`config.mk`:
```
export PLATFORM = sky130hd
export DESIGN_NAME = flash_pe_seq
export DESIGN_NICKNAME = d
export VERILOG_FILES = /design/src/rtl/flash_pe_pkg.sv /design/src/rtl/fpe_cycle_timer.sv /design/src/rtl/fpe_lowest_pick.sv /design/src/rtl/flash_pe_seq.sv
export SDC_FILE = /design/constraint.sdc
export NUM_CORES = 1
export LEC_CHECK = 0
export BUFFER_PORTS_ARGS = -buffer_cell sky130_fd_sc_hd__buf_2
export CORE_ASPECT_RATIO = 0.7
export CORE_MARGIN = 2
export CORE_UTILIZATION = 30
export DETAILED_ROUTE_END_ITERATION = 8
export PLACE_DENSITY_LB_ADDON = 0.08
export SLEW_MARGIN = 0
export SYNTH_ARGS = -nofsm -noshare
export SYNTH_HDL_FRONTEND = slang
export SYNTH_SLANG_ARGS = --single-unit
```
`constraint.sdc`:
```
create_clock -name clk -period 4.02 [get_ports clk]
set_input_delay 0 -clock clk [delete_from_list [all_inputs] [get_ports clk]]
set_output_delay 0 -clock clk [all_outputs]
set_load 0.01 [all_outputs]
```
`src/rtl/flash_pe_pkg.sv`:
```
`timescale 1ns/1ps
// Shared types for the flash program/erase sequencer.
package flash_pe_pkg;
    // Controller states.
    typedef enum logic [3:0] {
        ST_IDLE,
        ST_PROG,
        ST_WINDOW,
        ST_ERASE,
        ST_SUSP_WAIT,
        ST_SUSPENDED,
        ST_DUMMY,
        ST_ABORT,
        ST_ERROR
    } seq_state_e;
endpackage

```
`src/rtl/fpe_cycle_timer.sv`:
```
`timescale 1ns/1ps
// Down-counter shared by all timed states of the sequencer.
// Loading N-1 makes expired_o true in the N-th cycle after the load.
// Assumes the owner only looks at expired_o in a state it loaded.
module fpe_cycle_timer #(
    parameter int CNT_W = 8
) (
    input  logic             clk,
    input  logic             rst_n,
    input  logic             load_i,
    input  logic [CNT_W-1:0] load_val_i,
    output logic             expired_o
);
    logic [CNT_W-1:0] cnt_q;

    // Load on request, otherwise count down and stop at zero.
    always_ff @(posedge clk) begin
        if (!rst_n)              cnt_q <= '0;
        else if (load_i)         cnt_q <= load_val_i;
        else if (cnt_q != '0)    cnt_q <= cnt_q - 1'b1;
    end

    assign expired_o = (cnt_q == '0);

    // The count only moves down or is reloaded.
    p_timer_down_r3: assert property (@(posedge clk) disable iff (!rst_n)
        !load_i && (cnt_q != '0) |=> cnt_q == $past(cnt_q) - 1'b1);
endmodule

```
`src/rtl/fpe_lowest_pick.sv`:
```
`timescale 1ns/1ps
// Picks the lowest-numbered set bit of a sector mask.
// Pure combinational; idx_o is zero when the mask is empty.
module fpe_lowest_pick #(
    parameter int N     = 8,
    parameter int IDX_W = 3
) (
    input  logic [N-1:0]     mask_i,
    output logic [IDX_W-1:0] idx_o,
    output logic             any_o
);
    logic [N:0]   seen;
    logic [N-1:0] first;

    assign seen[0] = 1'b0;
    for (genvar g = 0; g < N; g++) begin : g_chain
        assign first[g]    = mask_i[g] & ~seen[g];
        assign seen[g+1]   = seen[g] | mask_i[g];
    end

    // Encode the single winning bit into an index.
    always_comb begin
        idx_o = '0;
        for (int i = 0; i < N; i++) begin
            if (first[i]) idx_o = idx_o | IDX_W'(i);
        end
    end

    assign any_o = seen[N];

    // At most one winner at any time.
    always_comb begin
        p_one_winner_r4: assert ($onehot0(first));
    end
endmodule

```
`src/rtl/flash_pe_seq.sv`:
```
`timescale 1ns/1ps
// Flash program/erase sequencer.
// Takes decoded command pulses, runs byte program, chip erase and
// multi-sector erase against an array port with a req/done handshake.
// Assumes: command pulses are one cycle, prot_mask changes only while
// idle, arr_done is a one-cycle pulse that only answers a held request.
module flash_pe_seq
    import flash_pe_pkg::*;
#(
    parameter int N_SECT    = 8,
    parameter int ADDR_W    = 19,
    parameter int DATA_W    = 8,
    parameter int WIN_CYC   = 5000,
    parameter int SUSP_CYC  = 1500,
    parameter int ABORT_CYC = 1000,
    parameter int DUMMY_CYC = 10000,
    localparam int SEC_W    = $clog2(N_SECT)
) (
    input  logic              clk,
    input  logic              rst_n,
    input  logic              cmd_prog,
    input  logic              cmd_chip,
    input  logic              cmd_blk,
    input  logic              cmd_susp,
    input  logic              cmd_resume,
    input  logic              cmd_reset,
    input  logic [ADDR_W-1:0] cmd_addr,
    input  logic [DATA_W-1:0] cmd_data,
    input  logic [N_SECT-1:0] prot_mask,
    input  logic              arr_done,
    input  logic              arr_fail,
    output logic              arr_prog_req,
    output logic [ADDR_W-1:0] arr_prog_addr,
    output logic [DATA_W-1:0] arr_prog_data,
    output logic              arr_erase_req,
    output logic [SEC_W-1:0]  arr_erase_sec,
    output logic              busy,
    output logic              erase_started,
    output logic              suspended,
    output logic              error,
    output logic [N_SECT-1:0] pending_mask,
    output logic [N_SECT-1:0] fail_mask
);
    localparam int MAX_WS  = (WIN_CYC > SUSP_CYC) ? WIN_CYC : SUSP_CYC;
    localparam int MAX_AD  = (ABORT_CYC > DUMMY_CYC) ? ABORT_CYC : DUMMY_CYC;
    localparam int MAX_ALL = (MAX_WS > MAX_AD) ? MAX_WS : MAX_AD;
    localparam int CNT_W   = $clog2(MAX_ALL + 1);

    seq_state_e        state_q, state_d;
    logic [N_SECT-1:0] pending_q, pending_d, fail_q, fail_d;
    logic              chip_q, chip_d, began_q, began_d;
    logic [ADDR_W-1:0] paddr_q;
    logic [DATA_W-1:0] pdata_q;
    logic              prog_take;
    logic              tmr_load, tmr_exp;
    logic [CNT_W-1:0]  tmr_val;
    logic [SEC_W-1:0]  pick_idx;
    logic              pick_any;

    logic [SEC_W-1:0]  sel_sec, prog_sec;
    logic              sel_prot;
    logic [N_SECT-1:0] sel_bit, pick_bit, rem_mask, fail_upd;

    assign sel_sec  = cmd_addr[ADDR_W-1 -: SEC_W];
    assign prog_sec = paddr_q[ADDR_W-1 -: SEC_W];
    assign sel_prot = prot_mask[sel_sec];
    assign sel_bit  = N_SECT'(1) << sel_sec;
    assign pick_bit = N_SECT'(1) << pick_idx;
    assign rem_mask = arr_done ? (pending_q & ~pick_bit) : pending_q;
    assign fail_upd = (arr_done && arr_fail) ? (fail_q | pick_bit) : fail_q;

    fpe_lowest_pick #(.N(N_SECT), .IDX_W(SEC_W)) u_pick (
        .mask_i (pending_q),
        .idx_o  (pick_idx),
        .any_o  (pick_any)
    );

    fpe_cycle_timer #(.CNT_W(CNT_W)) u_timer (
        .clk        (clk),
        .rst_n      (rst_n),
        .load_i     (tmr_load),
        .load_val_i (tmr_val),
        .expired_o  (tmr_exp)
    );

    // Next-state and mask update for every command and array event.
    always_comb begin
        state_d   = state_q;
        pending_d = pending_q;
        fail_d    = fail_q;
        chip_d    = chip_q;
        began_d   = began_q;
        tmr_load  = 1'b0;
        tmr_val   = '0;
        prog_take = 1'b0;
        unique case (state_q)
            ST_IDLE: begin
                if (cmd_prog) begin
                    if (!sel_prot) begin
                        state_d   = ST_PROG;
                        prog_take = 1'b1;
                    end
                end else if (cmd_chip) begin
                    chip_d    = 1'b1;
                    began_d   = 1'b1;
                    pending_d = ~prot_mask;
                    if (~prot_mask == '0) begin
                        state_d  = ST_DUMMY;
                        tmr_load = 1'b1;
                        tmr_val  = CNT_W'(DUMMY_CYC - 1);
                    end else begin
                        state_d  = ST_ERASE;
                    end
                end else if (cmd_blk) begin
                    state_d   = ST_WINDOW;
                    chip_d    = 1'b0;
                    pending_d = sel_prot ? '0 : sel_bit;
                    tmr_load  = 1'b1;
                    tmr_val   = CNT_W'(WIN_CYC - 1);
                end
            end
            ST_PROG: begin
                if (arr_done) begin
                    if (arr_fail) begin
                        state_d = ST_ERROR;
                        fail_d  = fail_q | (N_SECT'(1) << prog_sec);
                    end else begin
                        state_d = ST_IDLE;
                    end
                end
            end
            ST_WINDOW: begin
                if (cmd_reset) begin
                    state_d  = ST_ABORT;
                    tmr_load = 1'b1;
                    tmr_val  = CNT_W'(ABORT_CYC - 1);
                end else if (cmd_susp) begin
                    state_d = ST_SUSPENDED;
                end else if (cmd_blk) begin
                    if (!sel_prot) pending_d = pending_q | sel_bit;
                    tmr_load = 1'b1;
                    tmr_val  = CNT_W'(WIN_CYC - 1);
                end else if (tmr_exp) begin
                    began_d = 1'b1;
                    if (pending_q == '0) begin
                        state_d  = ST_DUMMY;
                        tmr_load = 1'b1;
                        tmr_val  = CNT_W'(DUMMY_CYC - 1);
                    end else begin
                        state_d  = ST_ERASE;
                    end
                end
            end
            ST_ERASE, ST_SUSP_WAIT: begin
                if (!chip_q && cmd_reset) begin
                    state_d  = ST_ABORT;
                    tmr_load = 1'b1;
                    tmr_val  = CNT_W'(ABORT_CYC - 1);
                end else begin
                    pending_d = rem_mask;
                    fail_d    = fail_upd;
                    if (rem_mask == '0) begin
                        state_d = (fail_upd != '0) ? ST_ERROR : ST_IDLE;
                    end else if (state_q == ST_ERASE && !chip_q && cmd_susp) begin
                        state_d  = ST_SUSP_WAIT;
                        tmr_load = 1'b1;
                        tmr_val  = CNT_W'(SUSP_CYC - 1);
                    end else if (state_q == ST_SUSP_WAIT && tmr_exp) begin
                        state_d = ST_SUSPENDED;
                    end
                end
            end
            ST_SUSPENDED: begin
                if (cmd_reset) begin
                    state_d  = ST_ABORT;
                    tmr_load = 1'b1;
                    tmr_val  = CNT_W'(ABORT_CYC - 1);
                end else if (cmd_resume) begin
                    began_d = 1'b1;
                    if (pending_q == '0) begin
                        state_d  = ST_DUMMY;
                        tmr_load = 1'b1;
                        tmr_val  = CNT_W'(DUMMY_CYC - 1);
                    end else begin
                        state_d  = ST_ERASE;
                    end
                end
            end
            ST_DUMMY: begin
                if (tmr_exp) state_d = ST_IDLE;
            end
            ST_ABORT: begin
                if (tmr_exp) state_d = ST_IDLE;
            end
            ST_ERROR: begin
                if (cmd_reset) begin
                    state_d  = ST_ABORT;
                    tmr_load = 1'b1;
                    tmr_val  = CNT_W'(ABORT_CYC - 1);
                end
            end
            default: state_d = ST_IDLE;
        endcase
        if (state_d == ST_ABORT) begin
            pending_d = '0;
            fail_d    = '0;
            began_d   = 1'b0;
        end
        if (state_d == ST_IDLE || state_d == ST_ERROR) begin
            pending_d = '0;
            began_d   = 1'b0;
            chip_d    = 1'b0;
        end
    end

    // State and mask registers.
    always_ff @(posedge clk) begin
        if (!rst_n) begin
            state_q   <= ST_IDLE;
            pending_q <= '0;
            fail_q    <= '0;
            chip_q    <= 1'b0;
            began_q   <= 1'b0;
        end else begin
            state_q   <= state_d;
            pending_q <= pending_d;
            fail_q    <= fail_d;
            chip_q    <= chip_d;
            began_q   <= began_d;
        end
    end

    // Program address and data latch, taken when a program is accepted.
    always_ff @(posedge clk) begin
        if (!rst_n) begin
            paddr_q <= '0;
            pdata_q <= '0;
        end else if (prog_take) begin
            paddr_q <= cmd_addr;
            pdata_q <= cmd_data;
        end
    end

    assign arr_prog_req  = (state_q == ST_PROG);
    assign arr_prog_addr = paddr_q;
    assign arr_prog_data = pdata_q;
    assign arr_erase_req = (state_q == ST_ERASE || state_q == ST_SUSP_WAIT) && pick_any;
    assign arr_erase_sec = pick_idx;
    assign busy          = (state_q == ST_PROG)   || (state_q == ST_WINDOW) ||
                           (state_q == ST_ERASE)  || (state_q == ST_SUSP_WAIT) ||
                           (state_q == ST_DUMMY)  || (state_q == ST_ABORT);
    assign erase_started = began_q;
    assign suspended     = (state_q == ST_SUSPENDED);
    assign error         = (state_q == ST_ERROR);
    assign pending_mask  = pending_q;
    assign fail_mask     = fail_q;

    // One array request at a time.
    p_req_exclusive_r1: assert property (@(posedge clk) disable iff (!rst_n)
        !(arr_prog_req && arr_erase_req));
    // A program request is held until the array answers.
    p_prog_hold_r1: assert property (@(posedge clk) disable iff (!rst_n)
        arr_prog_req && !arr_done |=> arr_prog_req);
    // Only pending, unprotected sectors are sent for erase.
    p_erase_target_r4: assert property (@(posedge clk) disable iff (!rst_n)
        arr_erase_req |-> pending_mask[arr_erase_sec] && !prot_mask[arr_erase_sec]);
    // Once erasing has begun the sector list only shrinks via the array.
    p_pending_frozen_r5: assert property (@(posedge clk) disable iff (!rst_n)
        erase_started && !arr_done && !cmd_reset |=> $stable(pending_mask));
    // No array traffic while suspended.
    p_quiet_suspend_r9: assert property (@(posedge clk) disable iff (!rst_n)
        suspended |-> !arr_erase_req && !arr_prog_req);
    // An error stays until a reset pulse.
    p_error_hold_r10: assert property (@(posedge clk) disable iff (!rst_n)
        error && !cmd_reset |=> error && $stable(fail_mask));
    // Reset during a block erase silences the array port next cycle.
    p_reset_quiet_r11: assert property (@(posedge clk) disable iff (!rst_n)
        cmd_reset && suspended |=> !arr_erase_req && busy);
endmodule

```
# Word level (Yosys, flattened, before mapping)
# Index checks and enable logic that the tools add are counted.
[totals]
inputBits = 45
output_inout_bits = 52
elab_cells = 197
reg_bits = 63
[op_classes]
n_eq_ne = 24
order_cmp = 1
bitwise = 29
reduce_logical = 36
mux = 95
n_shift = 3
add_sub_neg = 1
[ops]
columns = ["cell", "n"]
rows = [
  ["14-bit two-way mux", 12],
  ["8-bit two-way mux", 14],
  ["4-bit two-way mux", 19],
  ["14-bit one-hot mux with 5 select lines", 1],
  ["11-bit two-way mux", 3],
  ["1-bit two-way mux", 30],
  ["4-bit one-hot mux with 7 select lines", 1],
  ["2-bit != test, second input constant", 13],
  ["8-bit zero test", 3],
  ["8-bit bitwise OR", 3],
  ["8-bit one-hot mux with 3 select lines", 1],
  ["1-bit by 3-bit << shifter with 8-bit output, first input constant", 3],
  ["4-bit by 3-bit equality test with 1-bit output, second input constant", 5],
  ["3-bit two-way mux", 6],
  ["8-bit NOT", 2],
  ["8-bit one-hot mux with 2 select lines", 1],
  ["14-bit zero test", 1],
  ["14-bit nonzero test", 1],
  ["14-bit by 1-bit subtractor with 14-bit output, second input constant", 1],
  ["13-bit two-way mux", 1],
  ["10-bit two-way mux", 1],
  ["1-bit NOT", 9],
  ["9-bit AND reduction", 1],
  ["8-bit bitwise AND", 1],
  ["other kinds (23)", 56],
]

# Logic depth before layout (Yosys ltp)
# Gate-level depths: netlist (run 1).
[depth]
word_depth = 20
mapped_depth = 11
ltp_nobuf = 9

# By module
# Synthesis (run 1) repeated with hierarchy kept, for this count alone.
[hier_totals]
cells_unflattened = 495
area_unflattened_um2 = 4098.9
[by_module_without_submodules]
columns = ["mod", "seq_area_each_um2", "cells_per_inst", "area_per_inst_um2", "n_inst"]
rows = [
  ["flash_pe_seq", 980.9, 380, 3195.6, 1],
  ["fpe_cycle_timer", 280.3, 101, 820.8, 1],
  ["fpe_lowest_pick", 0.0, 14, 82.6, 1],
]

# Least setup slack after synthesis (run 1)
# No wires, ideal clock.
[synth_path]
path_type = "reg2reg"
start = "register u_timer.cnt_q[0]"
end = "register fail_q[0], in the netlist fail_mask[0]"
t_arrival_ns = 2.710
path_stages_with_launch = 10
synth_period_minus_slack_ns = 2.856
setup_time_ns = 0.145
required_ns = 3.875
setup_slack_ns = 1.164
n_path_buf = 0
path_cell_list = "dfxtp_1 > inv_1 > ha_1 > or4b_4 > nand4b_2 > or4_1 > nand3_1 > a311oi_4 > o31ai_1 > nor2_1"
[synth_between]
elab_chain_cells = 9
elab_cells_between_ends = 14
classes_between = "eq/ne: 1; mux: 10; reduce/logical: 3"
[synth_lines]
columns = ["element", "line", "text"]
rows = [
  ["start, declared", "fpe_cycle_timer.sv:14", "logic [CNT_W-1:0] cnt_q;"],
  ["start signal, assigned", "fpe_cycle_timer.sv:19", "else if (load_i) cnt_q <= load_val_i;"],
  ["start signal, assigned", "fpe_cycle_timer.sv:20", "else if (cnt_q != '0) cnt_q <= cnt_q - 1'b1;"],
  ["14-bit zero test (*)", "fpe_cycle_timer.sv:23", "assign expired_o = (cnt_q == '0);"],
  ["1-bit logical AND", "flash_pe_seq.sv:168", "end else if (state_q == ST_SUSP_WAIT && tmr_exp) begin"],
  ["4-bit two-way mux", "flash_pe_seq.sv:168", ""],
  ["4-bit two-way mux", "flash_pe_seq.sv:164", "end else if (state_q == ST_ERASE && !chip_q && cmd_susp) begin"],
  ["4-bit two-way mux", "flash_pe_seq.sv:162", "if (rem_mask == '0) begin"],
  ["4-bit two-way mux", "flash_pe_seq.sv:155", "if (!chip_q && cmd_reset) begin"],
  ["4-bit one-hot mux with 7 select lines (*)", "flash_pe_seq.sv:96", "unique case (state_q)"],
  ["4-bit by 3-bit equality test with 1-bit output (*)", "flash_pe_seq.sv:204", "if (state_d == ST_ABORT) begin"],
  ["2-bit OR reduction (no source line) (*)", "n/a", ""],
  ["end signal, assigned", "flash_pe_seq.sv:227", "fail_q <= fail_d;"],
  ["end, declared", "flash_pe_seq.sv:50", "logic [N_SECT-1:0] pending_q, pending_d, fail_q, fail_d;"],
]
# Every way passes the cells marked *; elsewhere a longest branch is shown, timed or not.
# A chain may end at the register's enable or synchronous reset.

# Worst setup path after layout (run 1)
[layout_path]
start = "register u_timer.cnt_q[0]"
end = "register fail_q[4], in the netlist fail_mask[4]"
# Same word-level chain as after synthesis.

==> results of run 1 <==
through the flow:
| step | util (%) | setup slack, ps |
|---|---|---|
| global route | 39.92 | 306.7 |
| finish | 39.92 | 525.2 |
| CTS | 39.92 | 571.1 |
| detailed placement | 35.36 | 589.5 |
| global placement | 35.36 | 663.0 |
| floorplan | - | 1164 |
state kept, by name, summed over array words and instances, names as in the netlist:
| register | count |
|---|---|
| arr_prog_addr | 19 |
| u_timer.cnt_q | 14 |
| arr_prog_data | 8 |
| fail_mask | 8 |
| pending_mask | 8 |
| state_q | 4 |
| chip_q | 1 |
| erase_started | 1 |
cell type report:
class                      instances  area (µm²)  share of cell area (%)
inverter                          12       45.04                  0.9210
clock buffer                      11       252.7                   5.168
sequential                        63        1261                   25.79
clock inverter                     5       56.30                   1.151
tap                              162       202.7                   4.144
multi-input combinational        362        2290                   46.82
timing repair buffer             128       783.3                   16.01
final timing paths:
kind	cells after the start	from	slack [ps]	to
setup reg to reg	9	u_timer.cnt_q[0]	530	fail_mask[4]
hold reg to reg	2	arr_prog_addr[2]	480	arr_prog_addr[2]
hold / removal	3	cmd_addr[16]	70	arr_prog_addr[16]
setup / recovery	9	u_timer.cnt_q[0]	530	fail_mask[4]
routing by layer:
layer	wire, µm	part of all wire [%]	GRT usage (%)
met3	751	6.0	4.486
met5	0	0	0
met2	5280	42	26.87
met4	201	1.6	5.630
met1	6371	51	28.42
cells by family after synthesis:
| kind of cell | count (synthesis) | share of synthesized area (%) |
|---|---|---|
| XOR/XNOR | 11 | 2.587 |
| flip-flops | 63 | 33.87 |
| adder cells (fa/ha/maj) | 2 | 0.6048 |
| multiplexers | 33 | 9.241 |
| AO/OA/AOI/OAI | 130 | 23.72 |
| AND/OR/NAND/NOR | 186 | 25.30 |
| buffers and inverters | 42 | 4.671 |
worst reg2reg max path, cell delays in order (launching register included):
cell and delay (ps):
dfxtp_1 310, inv_1 80, ha_1 200, or4b_4 510
nand4b_2 390, or4_1 550, nand3_1 130, a311oi_4 70
o31ai_1 960, nor2_1 110
placed cells by master, fill, tap and decap left out, drive strengths merged, types with 11 or more instances in the layout:
master / Yosys / routed
nand2: 31 / 31
buf: 5 / 103
mux2i: 31 / 31
inv: 11 / 11
a21oi: 37 / 37
clkbuf: 25 / 11
dlygate4sd3: 0 / 25
o21ai: 25 / 25
nor2: 73 / 73
nor3: 11 / 11
dfxtp: 63 / 63
nand3: 15 / 15
power breakdown:
| group | internal, mW | switching (mW) | leakage [nW] |
|---|---|---|---|
| combinational | 0.798 | 1.23 | 1.43 |
| sequential | 0.779 | 0.205 | 0.514 |
| clock | 0.512 | 0.284 | 0.152 |
| total | 2.09 | 1.71 | 2.10 |
timing repair:
item	in CTS	in global routing
hold endpoints to repair	25	0
hold buffers	25	0
gates resized for setup	0	0
buffers inserted	0	0
==> impl_metrics.json, run 1 <==
{
  "insertedDiodeCount": 0,
  "crit_family": "simple AND/OR/NAND/NOR gates",
  "die-width_um": 137.2,
  "synthTopCellsByArea": "dfxtp_1, mux2i_1, nor2_1",
  "dpl.cell_count": 702,
  "path_clk_slew_ps": 50,
  "numPortBuffers": 96,
  "place_area_um2": 4332,
  "critPathArrivalTime_ps": 3670,
  "dr.pass1.iters": 5,
  "synthesis.area_um2": 3724,
  "dr.first_iter.drc_count": 293,
  "rows": 34,
  "wl_per_cell_um": 16.97,
  "worst_slew_pin_slew_ps": 1146,
  "routed_wl_um": 12610,
  "synth-edff-count": 0,
  "fp.dieH_um": 97.21,
  "synth_most_common_cell": "nor2_1",
  "htree_levels": 3,
  "timing.fmax_mhz": 286.1,
  "slew_violations": 0,
  "antenna_left": 0,
  "crit_type": "flop to flop",
  "grt_pass1_vias": 3671,
  "nets": 622,
  "p_leak_nw": 2.100,
  "area_growth_pct": 31.35,
  "worstPathRequired_ps": 4190,
  "cap_viol_max_count": 0,
  "hpwlAfterDp_um": 9243,
  "whs_ps": 74.66,
  "ys_seq_area_share_pct": 33.87,
  "yosys-top-cells-count": "nor2_1, dfxtp_1, a21oi_1",
  "antenna_found_initial": 0,
  "syn_nets": 513,
  "fp.dieArea_um2": 13330,
  "synth_area_leader_cell": "dfxtp_1",
  "hold_violations": 0,
  "pin_count": 97,
  "outcome": "complete, no violations",
  "path_cells": "inv_1, ha_1, or4b_4, nand4b_2, or4_1, nand3_1, a311oi_4, o31ai_1, nor2_1",
  "final.setup.tns_ps": 0,
  "vdd_drop_max_v": 0.0002946,
  "overflow": 0,
  "numCtsBuffers": 9,
  "ys_types": 66,
  "syn-instance-count": 467,
  "cp_max_fo": 10,
  "hp-class": "input port to flop",
  "power_mw": 3.803,
  "fin_crit_ps": 3495,
  "clock_sinks": 63,
  "clock_path_buffers": 2,
  "finalSetupViolations": 0,
  "end_kind": "flop",
  "crit_buf_inv": 1,
  "grt_pass1_wl_um": 19620,
  "ys.flop_type": "dfxtp_1",
  "grt_max_degree": 31,
  "stdcell_count": 743,
  "vias": 4004,
  "skew_ps": 4.428,
  "critical-path-max-stage-delay_ps": 960,
  "ys_ff_latch": 63,
  "design_area_um2": 4891,
  "fill_cells": 1265,
  "drive_gt1_share_pct": 23.24,
  "relSlewSlack_pct": 22.93,
  "track_usage_pct": 19.06,
  "crit_path_start_kind": "flop",
  "yosys.area.top_type_share_pct": 33.87,
  "gp_congestion": 0.8460,
  "worstSkewPairLatency_ps": 330,
  "core_um2": 12250,
  "powerDensity_nw_per_um2": 777.6,
  "cts_root_buf": "clkbuf_16",
  "cts_tree": "yes",
  "drcViolationCount": 0,
  "finalCritPeriodShare_pct": 86.94,
  "vias_per_cell": 5.389,
  "syn_area_per_cell_um2": 7.973,
  "cp_slowest_cell": "o31ai_1",
  "initial_utilization_pct": 30.39,
  "rsz0062_at_grt": "false",
  "async_flop_share_pct": 0,
  "ys_warn_count": 0
}
(Power assumes the default switching activity.)
==> run 2: changes to the inputs <==
--- a/config.mk
+++ b/config.mk
@@ -14,4 +14,5 @@
 export SLEW_MARGIN = 0
 export SYNTH_ARGS = -nofsm -noshare
 export SYNTH_HDL_FRONTEND = slang
+export SYNTH_HIERARCHICAL = 1
 export SYNTH_SLANG_ARGS = --single-unit
==> run 2 against run 1 <==
  * Synthesized cell count up 6.0%
  * Via count up 5.8%
  * Total power up 4.5%
  * Area after synthesis up 10%
  * Combinational power up 7%
  * Routed wire length up 5.0%
  * Critical path type unchanged
  * Largest cell class unchanged
  * Highest routed layer unchanged
==> impl_metrics.json, run 2 <==
{
  "outcome": "complete, no violations",
  "gp_congestion": 0.8725,
  "antenna_found_initial": 0,
  "layout_common_cells": "buf_2, dfxtp_1, o21ai_0, nor2_1, nor2b_1",
  "place_ws_ps": 352.1,
  "dr.first_iter.drc_count": 318,
  "p_switching_mw": 1.825,
  "syn_area_per_cell_um2": 8.281,
  "finalSetupViolations": 0,
  "end_kind": "flop",
  "grt_pass1_wl_um": 20870,
  "sequentialPowerShare_pct": 24.3,
  "antenna_left": 0,
  "swShare_pct": 45.91,
  "yosys.area.top_type_share_pct": 30.77,
  "finalWorstSetupSlack_ps": 327.4,
  "grt_max_degree": 36,
  "routed_wl_um": 13240,
  "synth-edff-count": 0,
  "worstSkewPairLatency_ps": 340,
  "drive_gt1_share_pct": 24.75,
  "clock_sinks": 63,
  "synth_area_leader_cell": "dfxtp_1",
  "cp_max_fo": 10,
  "fin_crit_ps": 3693,
  "final_common_cell": "buf_2",
  "ys.flop_type": "dfxtp_1",
  "path_cells": "inv_1, ha_1, or4b_4, or4_1, inv_2, nor2b_1, a311oi_1, o221ai_1, a311oi_4, and3_1, nor4b_2",
  "slew_violations": 0,
  "insertedDiodeCount": 0,
  "final.setup.tns_ps": 0,
  "numPortBuffers": 96,
  "powerDensity_nw_per_um2": 757.7,
  "path_clk_slew_ps": 50,
  "multi_input_area_um2": 2587,
  "ys_seq_area_share_pct": 30.77,
  "yosys-top-cells-count": "dfxtp_1, o21ai_0, nor2_1",
  "ys_ff_latch": 63,
  "place_area_um2": 4684,
  "hold_violations": 0,
  "p_leak_nw": 2.098,
  "async_flop_share_pct": 0,
  "crit_buf_inv": 2,
  "crit_path_start_kind": "flop",
  "relSlewSlack_pct": 42.36,
  "pin_count": 97,
  "track_usage_pct": 18.13,
  "design_area_um2": 5248,
  "cp_slowest_cell": "or4_1",
  "crit_family": "simple AND/OR/NAND/NOR gates",
  "rsz0062_at_grt": "false",
  "vdd_drop_max_v": 0.0003046,
  "die-width_um": 143.7,
  "synthTopCellsByArea": "dfxtp_1, mux2i_1, o21ai_0",
  "seqCellArea_um2": 1261,
  "skew_ps": 6.352,
  "synthesis.area_um2": 4099,
  "p_int_mw": 2.151,
  "nets": 647,
  "fill_cells": 1349,
  "rows": 35,
  "grt_pass1_vias": 3908,
  "area_growth_pct": 28.02,
  "hp-class": "input port to flop",
  "dpl.cell_count": 751,
  "hpwlAfterDp_um": 9701,
  "worstPathRequired_ps": 4260,
  "numCtsBuffers": 9,
  "syn-instance-count": 495,
  "wl_per_cell_um": 16.73,
  "critPathArrivalTime_ps": 3930,
  "critical-path-max-stage-delay_ps": 720,
  "core_um2": 13270,
  "fp.dieArea_um2": 14630,
  "vias": 4238,
  "finalCritPeriodShare_pct": 91.86,
  "stdcell_count": 791,
  "ys_types": 81,
  "cts_tree": "yes",
  "crit_type": "flop to flop",
  "pwr-share-clk_pct": 21.3,
  "ys_warn_count": 6,
  "drcViolationCount": 0,
  "htree_levels": 3,
  "overflow": 0,
  "synth_most_common_cell": "dfxtp_1",
  "fp.dieH_um": 101.8,
  "dr.pass1.iters": 5,
  "comb_power_share_pct": 54.4,
  "vias_per_cell": 5.358,
  "cap_viol_max_count": 0,
  "clock_path_buffers": 2,
  "timing.fmax_mhz": 270.8,
  "syn_nets": 541,
  "initial_utilization_pct": 30.89,
  "worst_slew_pin_slew_ps": 864.5,
  "post_cts_buffers": 0,
  "largest_reg_flops": 19,
  "cts_root_buf": "clkbuf_16"
}
-- run 2: cell count changes after synthesis, sizes merged, moves of 5 or more --
cell / change
o21a: +5
a21oi: -13
a211o: -5
buf: +16
a31oi: +5
or2: +6
o21ai: +21
nor2b: +26
or3: +6
clkbuf: -12
nor2: -33
-- run 2: final cells by class --
type	count	area share [%]
well taps	185	4.411
multi-input cells	383	49.31
inverters	15	1.073
repair buffers	129	15.02
clock buffers	10	4.363
flip-flops and latches	63	24.03
clock inverters	6	1.788
-- run 2: repair_timing --
action | 4_1_cts | 5_1_grt
hold buffers | 24 | 0
hold endpoints to repair | 24 | 0
resized for setup | 0 | 0
-- run 2: routing by layer --
metal	wire (µm)	share of wire, %	vias to the layer above	track usage [%]
li1	-	-	2063	-
met1	6854	52	1963	27.75
met2	4967	38	196	23.55
met3	1257	9.5	16	5.910
met4	155	1.2	0	5.279
met5	0	0	-	0
-- run 2: worst paths after layout --
kind | start | endpoint | slack, ps | cells after the start
worst max-delay path | u_timer/cnt_q[0] | pending_mask[7] | 330 | 11
worst min-delay path | cmd_addr[16] | arr_prog_addr[16] | 100 | 3
worst max register to register | u_timer/cnt_q[0] | pending_mask[7] | 330 | 11
worst min register to register | fail_mask[1] | fail_mask[1] | 500 | 2
-- run 2: stage by stage --
step           util (%)  power [mW]  hold slack (ps)
2_1_floorplan         -       2.511            160.5
3_3_place_gp      35.30       3.109            255.2
3_5_place_dp      35.30       3.084            266.0
4_1_cts           39.55       3.970            80.83
5_1_grt           39.55       4.254            129.4
6_report          39.55       3.976            97.66
-- run 2: power groups by stage --
| stage | sequential [mW] | clock (mW) | combinational (mW) |
|---|---|---|---|
| 2_1_floorplan | 0.933 | 0 | 1.58 |
| 3_3_place_gp | 0.975 | 0 | 2.13 |
| 3_5_place_dp | 0.973 | 0 | 2.11 |
| 4_1_cts | 0.962 | 0.866 | 2.14 |
| 5_1_grt | 0.991 | 0.894 | 2.37 |
| 6_report | 0.967 | 0.847 | 2.16 |
-- run 2: logic make-up (layout without fill, tap and decap cells) --
logic type,Yosys count,in the layout,share of synthesized area (%)
and+or+nand+nor,204,204,30.19
AOI/OAI and AO/OA,142,142,23.78
DFF,63,63,30.77
buffers and inverters,49,160,6.135
muxes,31,31,7.875
xor gates and xnor gates,4,4,0.8549
adders and majority gates,1,1,0.3052
other,1,1,0.09149
-- run 2: tightest hold or removal path, cell delays in order --
cell	delay, ps
buf_2	180
a21oi_1	150
nor2b_1	50
==> run 3: changes to the inputs <==
--- a/config.mk
+++ b/config.mk
@@ -6,8 +6,10 @@
 export NUM_CORES = 1
 export LEC_CHECK = 0
 export BUFFER_PORTS_ARGS = -buffer_cell sky130_fd_sc_hd__buf_2
+export CELL_PAD_IN_SITES_DETAIL_PLACEMENT = 2
+export CELL_PAD_IN_SITES_GLOBAL_PLACEMENT = 2
 export CORE_ASPECT_RATIO = 0.7
-export CORE_MARGIN = 2
+export CORE_MARGIN = 3
 export CORE_UTILIZATION = 30
 export DETAILED_ROUTE_END_ITERATION = 8
 export PLACE_DENSITY_LB_ADDON = 0.08
==> run 3 against run 2 <==
  * Final cell count grew 0.51%
  * Clock skew grew 3.6 ps
  * Routed wire length grew 28%
  * Register-to-register slack lost 90 ps
  * Setup slack lost 87 ps
  * Sequential share of layout area shrank 0.22 points
  * Combinational power grew 6%
  * Utilization grew 0.36 points
  * Count of clock-buffer cells in the layout is the same
  * Die area grew 3.4%
  * Clock power grew 2%
  * Critical endpoint is now pending_mask[1]
  * Largest power group unchanged
==> impl_metrics.json, run 3 (synthesis gave the netlist of run 2 again) <==
{
  "outcome": "complete, no violations",
  "overflow": 0,
  "final_common_cell": "buf_2",
  "path_clk_slew_ps": 60,
  "dr.pass1.iters": 4,
  "initial_utilization_pct": 30.89,
  "dpl.cell_count": 755,
  "final.setup.tns_ps": 0,
  "insertedDiodeCount": 0,
  "gp_congestion": 0.8510,
  "whs_ps": 114.7,
  "fill_cells": 1533,
  "track_usage_pct": 22.16,
  "grt_pass1_wl_um": 27190,
  "finalSetupViolations": 0,
  "nets": 651,
  "vias_per_cell": 5.567,
  "pin_count": 97,
  "cap_viol_max_count": 0,
  "dr.first_iter.drc_count": 327,
  "relSlewSlack_pct": 40.35,
  "hold_violations": 0,
  "drive_gt1_share_pct": 25.57,
  "busiest_layer": "met1",
  "grtUsageMet1_pct": 32.80,
  "worst_slew_pin_slew_ps": 894.7,
  "grt_pass1_vias": 4643,
  "grt_max_degree": 40,
  "core_um2": 13270,
  "rsz0062_at_grt": "false",
  "crit_type": "flop to flop",
  "skew_ps": 9.916,
  "cp_max_fo": 10,
  "fin_crit_ps": 3780,
  "vdd_drop_max_v": 0.0002211,
  "antenna_left": 0,
  "utilization_pct": 39.91,
  "rows": 35,
  "die-width_um": 145.7,
  "reg2reg_from": "u_timer/cnt_q[0]",
  "critPathArrivalTime_ps": 3960,
  "min_from": "cmd_addr[16]",
  "largest_reg_flops": 19,
  "fp.dieArea_um2": 15120,
  "antenna_found_initial": 0,
  "htree_levels": 3,
  "worstPathRequired_ps": 4200,
  "cts_root_buf": "clkbuf_16",
  "hpwlAfterDp_um": 12290,
  "routed_wl_um": 16900,
  "wl_per_cell_um": 21.25,
  "numPortBuffers": 96,
  "crit_path_start_kind": "flop",
  "drcViolationCount": 0,
  "crit_start": "u_timer/cnt_q[0]",
  "timing.fmax_mhz": 264.6,
  "place_area_um2": 4715,
  "vias": 4426,
  "cts_tree": "yes",
  "stdcell_count": 795,
  "met2_usage_pct": 32.40,
  "area_growth_pct": 29.18,
  "met3_usage_pct": 5.903,
  "seqCellArea_um2": 1261,
  "hp-class": "input port to flop",
  "end_kind": "flop",
  "multi_input_area_um2": 2595,
  "fp.dieH_um": 103.8,
  "slew_violations": 0,
  "powerDensity_nw_per_um2": 785.8,
  "clock_sinks": 63,
  "p_leak_nw": 2.130,
  "design_area_um2": 5295,
  "layout_common_cells": "buf_2, dfxtp_1, o21ai_0, nor2_1, nor2b_1",
  "clock_path_buffers": 2,
  "numCtsBuffers": 9,
  "worstSkewPairLatency_ps": 330,
  "finalCritPeriodShare_pct": 94.03
}
==> run 3: layer usage <==
layer | wire length, µm | up-vias
met2 | 7095 | 142
met5 | 0 | -
met3 | 1147 | 12
li1 | - | 2067
met1 | 8506 | 2205
met4 | 148 | 0
==> run 3: report_power, final <==
| group | switching, mW | internal (mW) | leakage [nW] | total [mW] |
|---|---|---|---|---|
| Combinational | 1.43 | 0.865 | 1.46 | 2.29 |
| Clock | 0.303 | 0.563 | 0.159 | 0.865 |
| Sequential | 0.236 | 0.769 | 0.514 | 1.00 |
| Total | 1.96 | 2.20 | 2.13 | 4.16 |
==> run 3: layout make-up <==
cell class                 instances  area share [%]
sequential                        63           23.82
clock inverter                     6           1.772
timing repair buffer             133           15.45
tap                              185           4.371
multi-input combinational        383           49.01
clock buffer                      10           4.513
inverter                          15           1.063
==> run 3: per-stage QoR <==
step / worst slack, ps / power (mW)
3_5_place_dp: 254.3 / 3.249
4_1_cts: 236.3 / 4.156
6_report: 240.2 / 4.161
5_1_grt: 0.1714 / 4.469
3_3_place_gp: 370.0 / 3.182
2_1_floorplan: 709.4 / 2.511
==> run 3: what timing repair did <==
| action | in CTS | in global routing |
|---|---|---|
| setup buffers | 0 | 0 |
| endpoints found under the setup margin | 0 | 2 |
| endpoints found under the hold margin | 23 | 1 |
| hold buffers | 23 | 1 |
| gates resized for setup | 0 | 1 |
==> run 3: worst paths after layout <==
kind,to,slack (ps),depth (start not counted)
worst max-delay path,pending_mask[1],240,11
worst min-delay path,arr_prog_addr[16],110,3
worst max register to register,pending_mask[1],240,11
worst min register to register,fail_mask[6],500,2
==> run 3: critical path, stage by stage (launching register included) <==
cell,delay [ps]
dfxtp_1,340
inv_1,90
ha_1,220
or4b_4,500
or4_1,710
inv_2,210
a2111oi_0,120
a2111oi_1,430
o2111ai_1,210
a31oi_2,200
and3_1,490
nor3_1,120
